## src/rtl/ata_strobe_pkg.sv

```systemverilog
package ata_strobe_pkg;

  localparam int TW_W    = 32;
  localparam int SETUP_W = 3;
  localparam int ACT_W   = 5;
  localparam int REC_W   = 4;
  localparam int CNT_W   = ACT_W;

  typedef enum logic [1:0] {
    CLS_PIO   = 2'd0,
    CLS_MWDMA = 2'd1,
    CLS_UDMA  = 2'd2,
    CLS_NONE  = 2'd3
  } upd_class_e;

  typedef enum logic [1:0] {
    PH_IDLE   = 2'd0,
    PH_SETUP  = 2'd1,
    PH_ACTIVE = 2'd2,
    PH_RECOV  = 2'd3
  } phase_e;

  typedef struct packed {
    logic [SETUP_W-1:0] setup;
    logic [ACT_W-1:0]   act;
    logic [REC_W-1:0]   rec;
  } acc_timing_t;

  // Bit groups that an update of a given transfer class may replace.
  function automatic logic [TW_W-1:0] class_mask(input logic [1:0] cls);
    logic [TW_W-1:0] m;
    case (cls)
      CLS_PIO:   m = 32'hCFC3_FFFF;
      CLS_MWDMA: m = 32'h31C0_01FF;
      CLS_UDMA:  m = 32'h303C_0000;
      default:   m = '0;
    endcase
    return m;
  endfunction

  // Pick the setup/active/recovery fields for a task-file or data access.
  function automatic acc_timing_t pick_timing(input logic [TW_W-1:0] w,
                                              input logic tf);
    acc_timing_t t;
    if (tf) begin
      t.setup = w[27:25];
      t.act   = w[17:13];
      t.rec   = w[12:9];
    end else begin
      t.setup = w[24:22];
      t.act   = w[8:4];
      t.rec   = w[3:0];
    end
    return t;
  endfunction

endpackage

```

## src/rtl/ata_tword_reg.sv

```systemverilog
module ata_tword_reg
  import ata_strobe_pkg::*;
(
  input  logic            clk,
  input  logic            rst_n,
  input  logic            wr_en,
  input  logic [TW_W-1:0] wr_mask,
  input  logic [TW_W-1:0] wr_data,
  output logic [TW_W-1:0] word
);

  logic [TW_W-1:0] word_q;
  logic [TW_W-1:0] word_d;

  always_comb begin
    word_d = (word_q & ~wr_mask) | (wr_data & wr_mask);
  end

  always_ff @(posedge clk or negedge rst_n) begin
    if (!rst_n) begin
      word_q <= '0;
    end else if (wr_en) begin
      word_q <= word_d;
    end
  end

  assign word = word_q;

endmodule

```

## src/rtl/ata_tword_bank.sv

```systemverilog
module ata_tword_bank
  import ata_strobe_pkg::*;
#(
  parameter int NUM_DEV = 2,
  parameter int DEV_W   = 1
) (
  input  logic             clk,
  input  logic             rst_n,
  input  logic             upd_valid,
  input  logic [DEV_W-1:0] upd_dev,
  input  logic [1:0]       upd_class,
  input  logic [TW_W-1:0]  upd_word,
  input  logic [DEV_W-1:0] rsel_a,
  output logic [TW_W-1:0]  rdata_a,
  input  logic [DEV_W-1:0] rsel_b,
  output logic [TW_W-1:0]  rdata_b
);

  logic [TW_W-1:0] words [NUM_DEV];
  logic [TW_W-1:0] upd_mask;
  logic            upd_any;

  assign upd_mask = class_mask(upd_class);
  assign upd_any  = upd_valid && (upd_class != CLS_NONE);

  for (genvar g = 0; g < NUM_DEV; g++) begin : g_dev
    logic dev_hit;
    assign dev_hit = upd_any && (upd_dev == DEV_W'(g));
    ata_tword_reg u_word (
      .clk     (clk),
      .rst_n   (rst_n),
      .wr_en   (dev_hit),
      .wr_mask (upd_mask),
      .wr_data (upd_word),
      .word    (words[g])
    );
  end

  always_comb begin
    rdata_a = '0;
    rdata_b = '0;
    for (int i = 0; i < NUM_DEV; i++) begin
      if (rsel_a == DEV_W'(i)) rdata_a = words[i];
      if (rsel_b == DEV_W'(i)) rdata_b = words[i];
    end
  end

endmodule

```

## src/rtl/ata_phase_counter.sv

```systemverilog
module ata_phase_counter
  import ata_strobe_pkg::*;
(
  input  logic             clk,
  input  logic             rst_n,
  input  logic             load,
  input  logic [CNT_W-1:0] load_val,
  output logic             zero
);

  logic [CNT_W-1:0] cnt_q;
  logic [CNT_W-1:0] cnt_d;
  logic             cnt_en;

  always_comb begin
    cnt_en = load || (cnt_q != '0);
    cnt_d  = load ? load_val : (cnt_q - CNT_W'(1));
  end

  always_ff @(posedge clk or negedge rst_n) begin
    if (!rst_n) begin
      cnt_q <= '0;
    end else if (cnt_en) begin
      cnt_q <= cnt_d;
    end
  end

  assign zero = (cnt_q == '0);

endmodule

```

## src/rtl/ata_strobe_seq.sv

```systemverilog
module ata_strobe_seq
  import ata_strobe_pkg::*;
(
  input  logic             clk,
  input  logic             rst_n,
  input  logic             start,
  input  logic             req_tf,
  input  logic             req_wr,
  input  logic             req_first,
  input  logic [TW_W-1:0]  tword,
  input  logic             cnt_zero,
  output logic             cnt_load,
  output logic [CNT_W-1:0] cnt_val,
  output logic             ready,
  output logic             rd_n,
  output logic             wr_n,
  output logic             done
);

  phase_e           phase_q, phase_d;
  logic [ACT_W-1:0] act_q, act_d;
  logic [REC_W-1:0] rec_q, rec_d;
  logic             wr_q, wr_d;
  logic             done_q, done_d;
  logic             rd_n_q, rd_n_d;
  logic             wr_n_q, wr_n_d;
  acc_timing_t      tm;

  assign tm = pick_timing(tword, req_tf);

  always_comb begin
    phase_d  = phase_q;
    act_d    = act_q;
    rec_d    = rec_q;
    wr_d     = wr_q;
    done_d   = 1'b0;
    cnt_load = 1'b0;
    cnt_val  = '0;
    case (phase_q)
      PH_IDLE: begin
        if (start) begin
          act_d    = tm.act;
          rec_d    = tm.rec;
          wr_d     = req_wr;
          cnt_load = 1'b1;
          if (req_first && (tm.setup != '0)) begin
            phase_d = PH_SETUP;
            cnt_val = CNT_W'(tm.setup) - CNT_W'(1);
          end else begin
            phase_d = PH_ACTIVE;
            cnt_val = tm.act;
          end
        end
      end
      PH_SETUP: begin
        if (cnt_zero) begin
          phase_d  = PH_ACTIVE;
          cnt_load = 1'b1;
          cnt_val  = act_q;
        end
      end
      PH_ACTIVE: begin
        if (cnt_zero) begin
          phase_d  = PH_RECOV;
          cnt_load = 1'b1;
          cnt_val  = CNT_W'(rec_q);
        end
      end
      PH_RECOV: begin
        if (cnt_zero) begin
          phase_d = PH_IDLE;
          done_d  = 1'b1;
        end
      end
      default: phase_d = PH_IDLE;
    endcase
    rd_n_d = !((phase_d == PH_ACTIVE) && !wr_d);
    wr_n_d = !((phase_d == PH_ACTIVE) && wr_d);
  end

  always_ff @(posedge clk or negedge rst_n) begin
    if (!rst_n) begin
      phase_q <= PH_IDLE;
      act_q   <= '0;
      rec_q   <= '0;
      wr_q    <= 1'b0;
      done_q  <= 1'b0;
      rd_n_q  <= 1'b1;
      wr_n_q  <= 1'b1;
    end else begin
      phase_q <= phase_d;
      done_q  <= done_d;
      rd_n_q  <= rd_n_d;
      wr_n_q  <= wr_n_d;
      if (cnt_load && (phase_q == PH_IDLE)) begin
        act_q <= act_d;
        rec_q <= rec_d;
        wr_q  <= wr_d;
      end
    end
  end

  assign ready = (phase_q == PH_IDLE);
  assign rd_n  = rd_n_q;
  assign wr_n  = wr_n_q;
  assign done  = done_q;

endmodule

```

## src/rtl/ata_strobe_timer.sv

```systemverilog
module ata_strobe_timer
  import ata_strobe_pkg::*;
#(
  parameter int  NUM_DEV = 2,
  localparam int DEV_W   = (NUM_DEV > 1) ? $clog2(NUM_DEV) : 1
) (
  input  logic             clk,
  input  logic             rst_n,
  input  logic             upd_valid,
  input  logic [DEV_W-1:0] upd_dev,
  input  logic [1:0]       upd_class,
  input  logic [31:0]      upd_word,
  input  logic [DEV_W-1:0] tw_rsel,
  output logic [31:0]      tw_rdata,
  input  logic             req_valid,
  input  logic [DEV_W-1:0] req_dev,
  input  logic             req_taskfile,
  input  logic             req_write,
  input  logic             req_first,
  output logic             req_ready,
  output logic             rd_strobe_n,
  output logic             wr_strobe_n,
  output logic             xfer_done
);

  logic [TW_W-1:0]  req_word;
  logic             cnt_load;
  logic [CNT_W-1:0] cnt_val;
  logic             cnt_zero;

  ata_tword_bank #(
    .NUM_DEV (NUM_DEV),
    .DEV_W   (DEV_W)
  ) u_bank (
    .clk       (clk),
    .rst_n     (rst_n),
    .upd_valid (upd_valid),
    .upd_dev   (upd_dev),
    .upd_class (upd_class),
    .upd_word  (upd_word),
    .rsel_a    (req_dev),
    .rdata_a   (req_word),
    .rsel_b    (tw_rsel),
    .rdata_b   (tw_rdata)
  );

  ata_phase_counter u_cnt (
    .clk      (clk),
    .rst_n    (rst_n),
    .load     (cnt_load),
    .load_val (cnt_val),
    .zero     (cnt_zero)
  );

  ata_strobe_seq u_seq (
    .clk       (clk),
    .rst_n     (rst_n),
    .start     (req_valid),
    .req_tf    (req_taskfile),
    .req_wr    (req_write),
    .req_first (req_first),
    .tword     (req_word),
    .cnt_zero  (cnt_zero),
    .cnt_load  (cnt_load),
    .cnt_val   (cnt_val),
    .ready     (req_ready),
    .rd_n      (rd_strobe_n),
    .wr_n      (wr_strobe_n),
    .done      (xfer_done)
  );

endmodule

```

## config.mk

```make
export PLATFORM = sky130hd
export DESIGN_NAME = ata_strobe_timer
export DESIGN_NICKNAME = d
export VERILOG_FILES = /design/src/rtl/ata_strobe_pkg.sv /design/src/rtl/ata_tword_reg.sv /design/src/rtl/ata_tword_bank.sv /design/src/rtl/ata_phase_counter.sv /design/src/rtl/ata_strobe_seq.sv /design/src/rtl/ata_strobe_timer.sv
export SDC_FILE = /design/constraint.sdc
export NUM_CORES = 1
export LEC_CHECK = 0
export BUFFER_PORTS_ARGS = -buffer_cell sky130_fd_sc_hd__buf_2
export CORE_UTILIZATION = 55
export DETAILED_ROUTE_END_ITERATION = 6
export GPL_TIMING_DRIVEN = 0
export PLACE_DENSITY = 0.77
export SLEW_MARGIN = 10
export SYNTH_ARGS = -nofsm -noshare
export SYNTH_HDL_FRONTEND = slang
export SYNTH_SLANG_ARGS = --single-unit
```

## constraint.sdc

```tcl
create_clock -name clk -period 3.8 [get_ports clk]
set_input_delay 0.38 -clock clk [delete_from_list [all_inputs] [get_ports clk]]
set_output_delay 0.38 -clock clk [all_outputs]
set_load 0.01 [all_outputs]
```

== Yosys cells after proc, flatten, opt, wreduce, memory -nomap -nowiden ==
Index checks and enable logic that the tools add are counted.
Cells by class
  shift-type cells: 0
  eq/ne operators: 7
  $mul: 0
  reductions and logical operators: 18
  muxes and demuxes: 22
  divide/modulo/power cells: 0
  add/subtract/negate cells: 2
  magnitude comparators: 0
  bitwise logic cells: 7
Operator list (number)
  32-bit AND: 3
  32-bit one-hot mux with 3 select lines: 1
  32-bit bitwise OR: 2
  32-bit two-way mux: 1
  32-bit inverter: 1
  28-bit two-way mux: 1
  5-bit two-way mux: 4
  5-bit one-hot mux with 3 select lines: 1
  12-bit two-way mux: 1
  2-bit two-way mux: 5
  2-bit equality test (second input constant): 4
  2-bit one-hot mux with 4 select lines: 1
  1-bit logical AND: 7
  5-bit logical NOT: 1
  1-bit two-way mux: 5
  5-bit nonzero test: 1
  5-bit by 1-bit subtractor with 5-bit output (second input constant): 1
  2-bit by 1-bit equality test with 1-bit output (second input constant): 2
  2-bit logical NOT: 2
  4-bit two-way mux: 1
  3-bit by 1-bit subtractor with 4-bit output (second input constant): 1
  1-bit logical NOT: 3
  3-bit AND reduction: 1
  3-bit nonzero test: 1
  other kinds (5): 5
Word-level totals
  register bits: 84
  bits in latches: 0
  output and inout bits: 36
  memories kept: 0
  logic and storage cells: 66
  memory bits (read-only): 0
  bits in writable memories: 0

== Longest topological paths before layout ==
Gate-level depths: netlist of run 1.
  depth in word-level cells: 10
  mapped depth: 8

== Hierarchy ==
A second synthesis of run 1 with hierarchy kept.
Second synthesis, totals
  cells, all modules: 420
  area total of the unflattened synthesis: 5400.2 sq um
By module, submodules not included
  ata_tword_reg: cells each 99, times used 2, area an instance 1427.6 sq um
  ata_tword_bank: cells each 81, times used 1, area an instance 1172.4 sq um
  ata_strobe_seq: cells each 114, times used 1, area an instance 1093.5 sq um
  ata_phase_counter: cells each 27, times used 1, area an instance 279.0 sq um

== Worst setup path after synthesis of run 1 ==
No wires, ideal clock.
  kind: in2reg
  start point: input req_taskfile
  end point: register u_cnt.cnt_q[1]
  buffers on the path: 1
  data arrival time: 1.908 ns
  slack: 1.759 ns
  data required time: 3.667 ns
  setup time: 0.133 ns
  stages: 8
  cells stage by stage: buf_1 -> mux4_2 -> inv_1 -> ha_1 -> inv_1 -> o21ai_4 -> mux2i_1 -> o211ai_2
On the way
  longest elaborated chain between the ends: 7
  elaborated cells on any way between the ends: 8
Ends and longest elaborated chain
  start: declaration: line ata_strobe_timer.sv:17  | input logic req_taskfile,
  12-bit two-way mux (*): line ata_strobe_pkg.sv:45  | if (tf) begin
  branches (longest 2 deep; another with 3-bit by 1-bit subtractor with 4-bit output)
  5-bit two-way mux (*): line ata_strobe_seq.sv:46  | if (req_first && (tm.setup != '0)) begin
  5-bit two-way mux (*): line ata_strobe_seq.sv:41  | if (start) begin
  5-bit one-hot mux with 3 select lines (*): line ata_strobe_seq.sv:39  | case (phase_q)
  5-bit two-way mux (*): line ata_phase_counter.sv:17  | cnt_d = load ? load_val : (cnt_q - CNT_W'(1));
  end signal: assignment: line ata_phase_counter.sv:24  | cnt_q <= cnt_d;
  end: declaration: line ata_phase_counter.sv:11  | logic [CNT_W-1:0] cnt_q;
Every way passes the cells marked *.
A chain may end at the register's enable or synchronous reset.

== Worst setup path in the final report of run 1 ==
Ends and elaborated chain as after synthesis.

==> results of run 1 <==
-- per-layer routing --
metal / track usage / part of all wire / up-vias
li1: - / - / 1381
met1: 0.3076 / 0.45 / 1514
met2: 0.3881 / 0.50 / 57
met3: 0.04975 / 0.035 / 10
met4: 0.08073 / 0.013 / 0
met5: 0 / 0 / -
-- worst register-to-register path, cell delays in order, from the launching register on --
cell and delay [ns]:
dfrtp_1 0.46, inv_1 0.12, ha_1 0.30, and2_1 0.17, clkbuf_1 0.30, buf_2 0.32, mux2_2 0.36
-- cell families (layout without fill, tap and decap cells) --
logic type                 count (synthesis)  after routing
and+or+nand+nor                           50             50
AOI/OAI and AO/OA                         31             31
muxes                                    120            120
buffers and inverters                     24            119
DFF                                       84             84
adders and majority gates                 14             14
xor gates and xnor gates                   2              2
-- final cells by class --
type / instances / area, µm²
Inverter: 10 / 37.54
Tap cell: 102 / 127.6
Multi-Input combinational cell: 217 / 2262
Buffer: 14 / 70.07
Clock buffer: 14 / 162.7
Fill cell: 583 / 2587
Sequential cell: 84 / 2105
Timing Repair Buffer: 79 / 420.4
Clock inverter: 2 / 35.03
-- power groups by stage --
stage | Combinational (mW) | Sequential (mW) | Clock, mW
2_1_floorplan | 0.883 | 1.33 | 0
3_3_place_gp | 1.16 | 1.36 | 0
3_5_place_dp | 1.18 | 1.38 | 0
4_1_cts | 1.19 | 1.36 | 0.657
5_1_grt | 1.29 | 1.40 | 0.704
6_report | 1.18 | 1.37 | 0.648
-- synth_stat cells (4+ instances only) --
master	count	area, µm²
nand2_1	9	33.78
mux4_2	8	180.2
inv_1	10	37.54
a21oi_1	6	30.03
o21ai_1	4	20.02
nand2b_1	4	25.02
buf_1	4	15.01
mux2_2	105	1182
and2_1	4	25.02
dfrtp_1	82	2052
nor2_1	10	37.54
mux4_1	4	105.1
buf_2	5	25.02
ha_1	14	175.2
-- path summary, 6_finish.rpt --
check                      depth (start not counted)                    endpoint  slack, ns                       start
min reg2reg                                        1  u_seq.act_q[0]$_DFFE_PN0P_       0.49  u_seq.act_q[0]$_DFFE_PN0P_
max in group asynchronous                          2        u_seq.rd_n$_DFF_PN1_       3.17                       rst_n
min                                                1        u_seq.done$_DFF_PN0_     -0.004                       rst_n
max reg2reg                                        6  u_seq.rec_q[1]$_DFFE_PN0P_       1.65  u_seq.phase_q[1]$_DFF_PN0_
min in group clk                                   2                        flop       0.27                upd_word[24]
max                                                9  u_cnt.cnt_q[1]$_DFFE_PN0P_       1.55                req_taskfile
-- metrics by stage --
step / util / cells
3_5_place_dp: 0.6433 / 506
3_3_place_gp: 0.6394 / 505
6_report: 0.6686 / 522
2_1_floorplan: - / 325
4_1_cts: 0.6686 / 522
5_1_grt: 0.6686 / 522
==> insert_results.sql, run 1 <==
INSERT INTO impl_metrics (metric_group, metric, value, unit) VALUES
('outcome', 'run_status', 'complete, but fails checks', ''),
('outcome', 'violations', 'negative hold slack', ''),
('worst_setup_path', 'critPathTopFamily', 'buffers and inverters', ''),
('routing', 'drt_iter0_markers', '138', ''),
('worst_setup_path', 'crit_top_cell', 'inv_1', ''),
('flow_run', 'cap_viol_max_count', '0', ''),
('cts', 'clockBufferDepth', '2', ''),
('min_path', 'hp-class', 'primary input to asynchronous set/reset pin', ''),
('cts', 'number_of_hold_buffers_added_after_cts', '0', ''),
('floorplan', 'die_h', '92.20', 'µm'),
('timing', 'final_critical_path_setup_slack', '1.549', 'ns'),
('grt', 'grtUsageTotal', '0.2348', ''),
('worst_setup_path', 'critical_path.cell_chain', 'buf_2 > buf_1 > mux4_2 > inv_1 > ha_1 > inv_1 > o21ai_4 > mux2i_1 > o211ai_2', ''),
('floorplan', 'placementRows', '32', ''),
('timing', 'relSlewSlack', '0.5502', ''),
('timing', 'timing.final.setup_violations', '0', ''),
('placement', 'detailedPlacementHpwl', '6765', 'µm'),
('power', 'p_seq_frac', '0.428', ''),
('placement', 'dpl_worst_slack', '1.202', 'ns'),
('timing', 'timing.hold.ws', '-0.003790', 'ns'),
('logic_synthesis', 'synth_seq_cells', '84', ''),
('placement', 'place_area', '5022', 'µm²'),
('floorplan', 'core_area', '7807', 'µm²'),
('worst_setup_path', 'slowest_delay', '0.51', 'ns'),
('logic_synthesis', 'synthSimpleGateAreaFrac', '0.07271', ''),
('cts', 'numClockSinks', '84', ''),
('cts', 'cts_setup_buffers', '0', ''),
('timing', 'final.setup_skew', '0.007288', 'ns'),
('worst_setup_path', 'category_of_the_most_critical_setup_path', 'primary input to flop', ''),
('logic_synthesis', 'yosys_warnings', '0', ''),
('logic_synthesis', 'yosys-mux-area-fraction', '0.3347', ''),
('timing', 'finalHoldViolCount', '1', ''),
('timing', 'worst_pin_slew', '0.6747', 'ns'),
('finish', 'share_of_post_route_cells_with_drive_strength_above_1', '0.5405', ''),
('logic_synthesis', 'post_synth_num_cell_types', '46', ''),
('logic_synthesis', 'syn_area', '4474', 'µm²'),
('floorplan', 'initial_utilization', '0.5731', ''),
('worst_setup_path', 'setup.worst_path.end_class', 'flop', ''),
('power', 'power.density_cell_area', '611.9', 'nW/µm²'),
('grt', 'first_global_vias', '3060', ''),
('routing', 'detail_route.wl_per_cell', '17.77', 'µm'),
('logic_synthesis', 'yosys.area_share.adder', '0.03915', ''),
('timing', 'rsz0062_at_grt', 'false', ''),
('routing', 'post-route-drc-count', '0', ''),
('timing', 'finalCritPeriodShare', '0.5924', ''),
('grt', 'antenna_found_initial', '0', ''),
('routing', 'route.antenna.remaining_nets', '0', ''),
('power', 'p_leak', '2.364', 'nW'),
('routing', 'vias_per_cell', '5.674', ''),
('logic_synthesis', 'synth_sequential_area_ratio', '0.4704', ''),
('finish', 'fin_nets', '473', ''),
('placement', 'port_buffers', '78', ''),
('grt', 'globalRouteOverflowTotal', '0', ''),
('power', 'worst_ir_drop_vdd', '0.0004119', 'V'),
('power', 'switching_power', '1.046', 'mW'),
('cts', 'worst_setup_hold_path_clk_slew', '0.08', 'ns'),
('cts', 'cts_tree', 'done', ''),
('finish', 'syn_to_final_growth', '16.67', '%'),
('floorplan', 'ios', '80', ''),
('timing', 'setup_tns', '0', 'ns'),
('routing', 'vias', '2962', ''),
('routing', 'wl', '9275', 'µm'),
('grt', 'grt_first_pass_wirelength', '15210', 'µm'),
('floorplan', 'fp.dieArea', '8500', 'µm²'),
('logic_synthesis', 'synthesis.instances', '325', ''),
('finish', 'final_cell_mix', 'mux2_2 (105), buf_2 (82), dfrtp_1 (82)', ''),
('power', 'cellInternalPower', '2.148', 'mW'),
('finish', 'diodes', '0', ''),
('logic_synthesis', 'synth_top_family_by_area', 'multiplexers', ''),
('power', 'power', '3.194', 'mW'),
('worst_setup_path', 'crit_path_start_kind', 'primary input', '');
Power figures use the tool's default switching activity.
==> run 2: changes to the inputs <==
- CORE_UTILIZATION: 55 -> 51
- PLACE_DENSITY: 0.77 -> 0.75
- clock period: 3.8 -> 1.98 ns (I/O delays scaled with it)
==> run 2 against run 1 <==
  * The run now ends clean
  * Sequential share of layout area down 0.81 points
  * Total power up 96%
  * Combinational power up 100%
  * Critical path depth down 2
  * Clock-buffer cell count down 4
  * Routed wire length up 2.5%
  * Clock power up 91%
  * Critical path type is now flop to flop
==> insert_results.sql, run 2 (same netlist as run 1, synthesis figures left out) <==
INSERT INTO impl_metrics (metric_group, metric, value, unit) VALUES
('timing', 'timing.final.setup_violations', '0', ''),
('finish', 'layout.cells.most_common', 'mux2_2', ''),
('routing', 'detail_route.wl_per_cell', '17.81', 'µm'),
('timing', 'min_period', '1.917', 'ns'),
('worst_setup_path', 'worst-path-max-fanout', '4', ''),
('grt', 'global_route.usage.met2', '0.3690', ''),
('worst_setup_path', 'setup.worst_path.end_class', 'flop', ''),
('cts', 'cts_tree', 'done', ''),
('power', 'power', '6.267', 'mW'),
('grt', 'first_global_vias', '2990', ''),
('placement', 'port_buffers', '78', ''),
('cts', 'h-tree-depth', '3', ''),
('routing', 'drt_iter0_markers', '101', ''),
('floorplan', 'core_area', '8341', 'µm²'),
('power', 'worst_ir_drop_vdd', '0.0004999', 'V'),
('placement', 'detailedPlacementHpwl', '6993', 'µm'),
('cts', 'clk-insertion-delay-late', '0.35', 'ns'),
('floorplan', 'die_w', '95.67', 'µm'),
('worst_setup_path', 'category_of_the_most_critical_setup_path', 'flop to flop', ''),
('worst_setup_path', 'critical_path.cell_chain', 'mux4_2 > inv_2 > ha_4 > inv_2 > o21ai_4 > mux2i_2 > o211ai_2', ''),
('finish', 'syn_to_final_growth', '19.07', '%'),
('grt', 'grt_first_pass_wirelength', '14960', 'µm'),
('power', 'cellInternalPower', '4.164', 'mW'),
('worst_setup_path', 'critical_path.slowest_cell', 'mux4_2', ''),
('grt', 'grt_start_max_net_pins', '59', ''),
('cts', 'clockBufferDepth', '2', ''),
('routing', 'vias_per_cell', '5.620', ''),
('timing', 'rsz0062_at_grt', 'true', ''),
('worst_setup_path', 'crit_arrival', '2.14', 'ns'),
('grt', 'groute.layer.met1.usage', '0.2909', ''),
('finish', 'design_area', '5328', 'µm²'),
('power', 'p_leak', '2.405', 'nW'),
('outcome', 'run_status', 'finished clean', ''),
('routing', 'route.antenna.remaining_nets', '0', ''),
('power', 'power.share.combinational', '0.382', ''),
('grt', 'antenna_found_initial', '0', ''),
('placement', 'gp_congestion', '0.7886', ''),
('timing', 'finalCritPeriodShare', '0.9681', ''),
('placement', 'place_area', '5026', 'µm²'),
('finish', 'fillers', '650', ''),
('cts', 'clock_buffers_created_by_tritoncts', '9', ''),
('routing', 'wl', '9508', 'µm'),
('placement', 'dpl_worst_slack', '-0.4518', 'ns'),
('grt', 'busiest_layer', 'met2', ''),
('timing', 'achievable-frequency', '521.7', 'MHz'),
('power', 'power.density_cell_area', '1176', 'nW/µm²'),
('worst_setup_path', 'crit_top_cell', 'inv_2', ''),
('grt', 'grtUsageTotal', '0.2216', ''),
('power', 'p_sw_frac', '0.3355', ''),
('routing', 'vias', '3001', ''),
('finish', 'multiInputGateArea', '2287', 'µm²'),
('power', 'p_seq_frac', '0.420', ''),
('flow_run', 'cap_viol_max_count', '0', ''),
('grt', 'globalRouteOverflowTotal', '0', ''),
('timing', 'final-max-slew-violation-count', '0', ''),
('worst_setup_path', 'crit_path_start_kind', 'flop', ''),
('finish', 'diodes', '0', ''),
('worst_setup_path', 'cp.buffers_inverters', '2', ''),
('timing', 'final_critical_path_setup_slack', '0.06310', 'ns'),
('floorplan', 'die_h', '95.67', 'µm'),
('finish', 'fin_nets', '482', ''),
('finish', 'share_of_post_route_cells_with_drive_strength_above_1', '0.5781', ''),
('cts', 'clockRootBuffer', 'clkbuf_8', ''),
('grt', 'globalRouteMet3Util', '0.03429', ''),
('timing', 'relSlewSlack', '0.5443', ''),
('worst_setup_path', 'slowest_delay', '0.53', 'ns'),
('power', 'pwr-share-clk', '0.198', ''),
('cts', 'numClockSinks', '84', ''),
('floorplan', 'fp.dieArea', '9152', 'µm²'),
('timing', 'timing.hold.ws', '0.08232', 'ns'),
('timing', 'final.setup_skew', '0.01210', 'ns'),
('floorplan', 'placementRows', '33', ''),
('cts', 'worst_setup_hold_path_clk_slew', '0.09', 'ns'),
('floorplan', 'ios', '80', ''),
('timing', 'finalHoldViolCount', '0', ''),
('timing', 'worst_pin_slew', '0.6835', 'ns'),
('min_path', 'hp-class', 'primary input to flop', ''),
('worst_setup_path', 'cp.required', '2.21', 'ns'),
('finish', 'seq_area', '2105', 'µm²'),
('finish', 'final_cell_mix', 'mux2_2 (105), buf_2 (82), dfrtp_1 (82)', ''),
('worst_setup_path', 'critPathTopFamily', 'multiplexers', ''),
('routing', 'first_pass_iters', '4', ''),
('routing', 'post-route-drc-count', '0', ''),
('floorplan', 'initial_utilization', '0.5365', ''),
('power', 'switching_power', '2.103', 'mW');
## run 2: cell type report
type / count / area share
flip-flops and latches: 84 / 0.3950
plain buffers: 13 / 0.01268
well taps: 105 / 0.02466
repair buffers: 89 / 0.09347
clock inverters: 6 / 0.01198
clock buffers: 10 / 0.02583
inverters: 10 / 0.007046
multi-input cells: 217 / 0.4293
## run 2: power by group through the flow
| stage | combinational (mW) | clock (mW) | sequential [mW] |
|---|---|---|---|
| after floorplan | 1.70 | 0 | 2.55 |
| after global placement | 2.22 | 0 | 2.61 |
| after detailed placement | 2.29 | 0 | 2.66 |
| after CTS | 2.33 | 1.26 | 2.63 |
| final | 2.40 | 1.24 | 2.63 |
| after global routing | 2.63 | 1.32 | 2.70 |
## run 2: worst paths after layout
kind	startpoint	cells past startpoint	slack [ns]	end
worst max-delay path	flop	7	0.06	u_cnt.cnt_q[1]$_DFFE_PN0P_
worst min register to register	u_seq.act_q[0]$_DFFE_PN0P_	1	0.49	u_seq.act_q[0]$_DFFE_PN0P_
max in group asynchronous	rst_n	3	1.09	asynchronous set/reset pin
worst max register to register	flop	7	0.06	u_cnt.cnt_q[1]$_DFFE_PN0P_
min in group asynchronous	rst_n	2	0.29	u_seq.done$_DFF_PN0_
worst min-delay path	upd_word[21]	2	0.08	flop
## run 2: what timing repair did
item,4_1_cts,5_1_grt
pin swaps,1,2
buffers inserted,3,6
endpoints found under the hold margin,24,0
hold buffers,1,0
resized for setup,3,7
setup endpoints to repair,11,14
## run 2: through the flow
| step | instances | setup TNS [ns] | utilization |
|---|---|---|---|
| after floorplan | 325 | 0 | - |
| after global placement | 508 | -3.127 | 0.5990 |
| after detailed placement | 509 | -3.570 | 0.6026 |
| after CTS | 528 | 0 | 0.6304 |
| after global routing | 534 | -0.01762 | 0.6388 |
| final | 534 | 0 | 0.6388 |
## run 2: layer usage
layer | wire length, µm | up-vias
li1 | - | 1408
met1 | 4196 | 1509
met2 | 4824 | 73
met3 | 361 | 11
met4 | 126 | 0
met5 | 0 | -
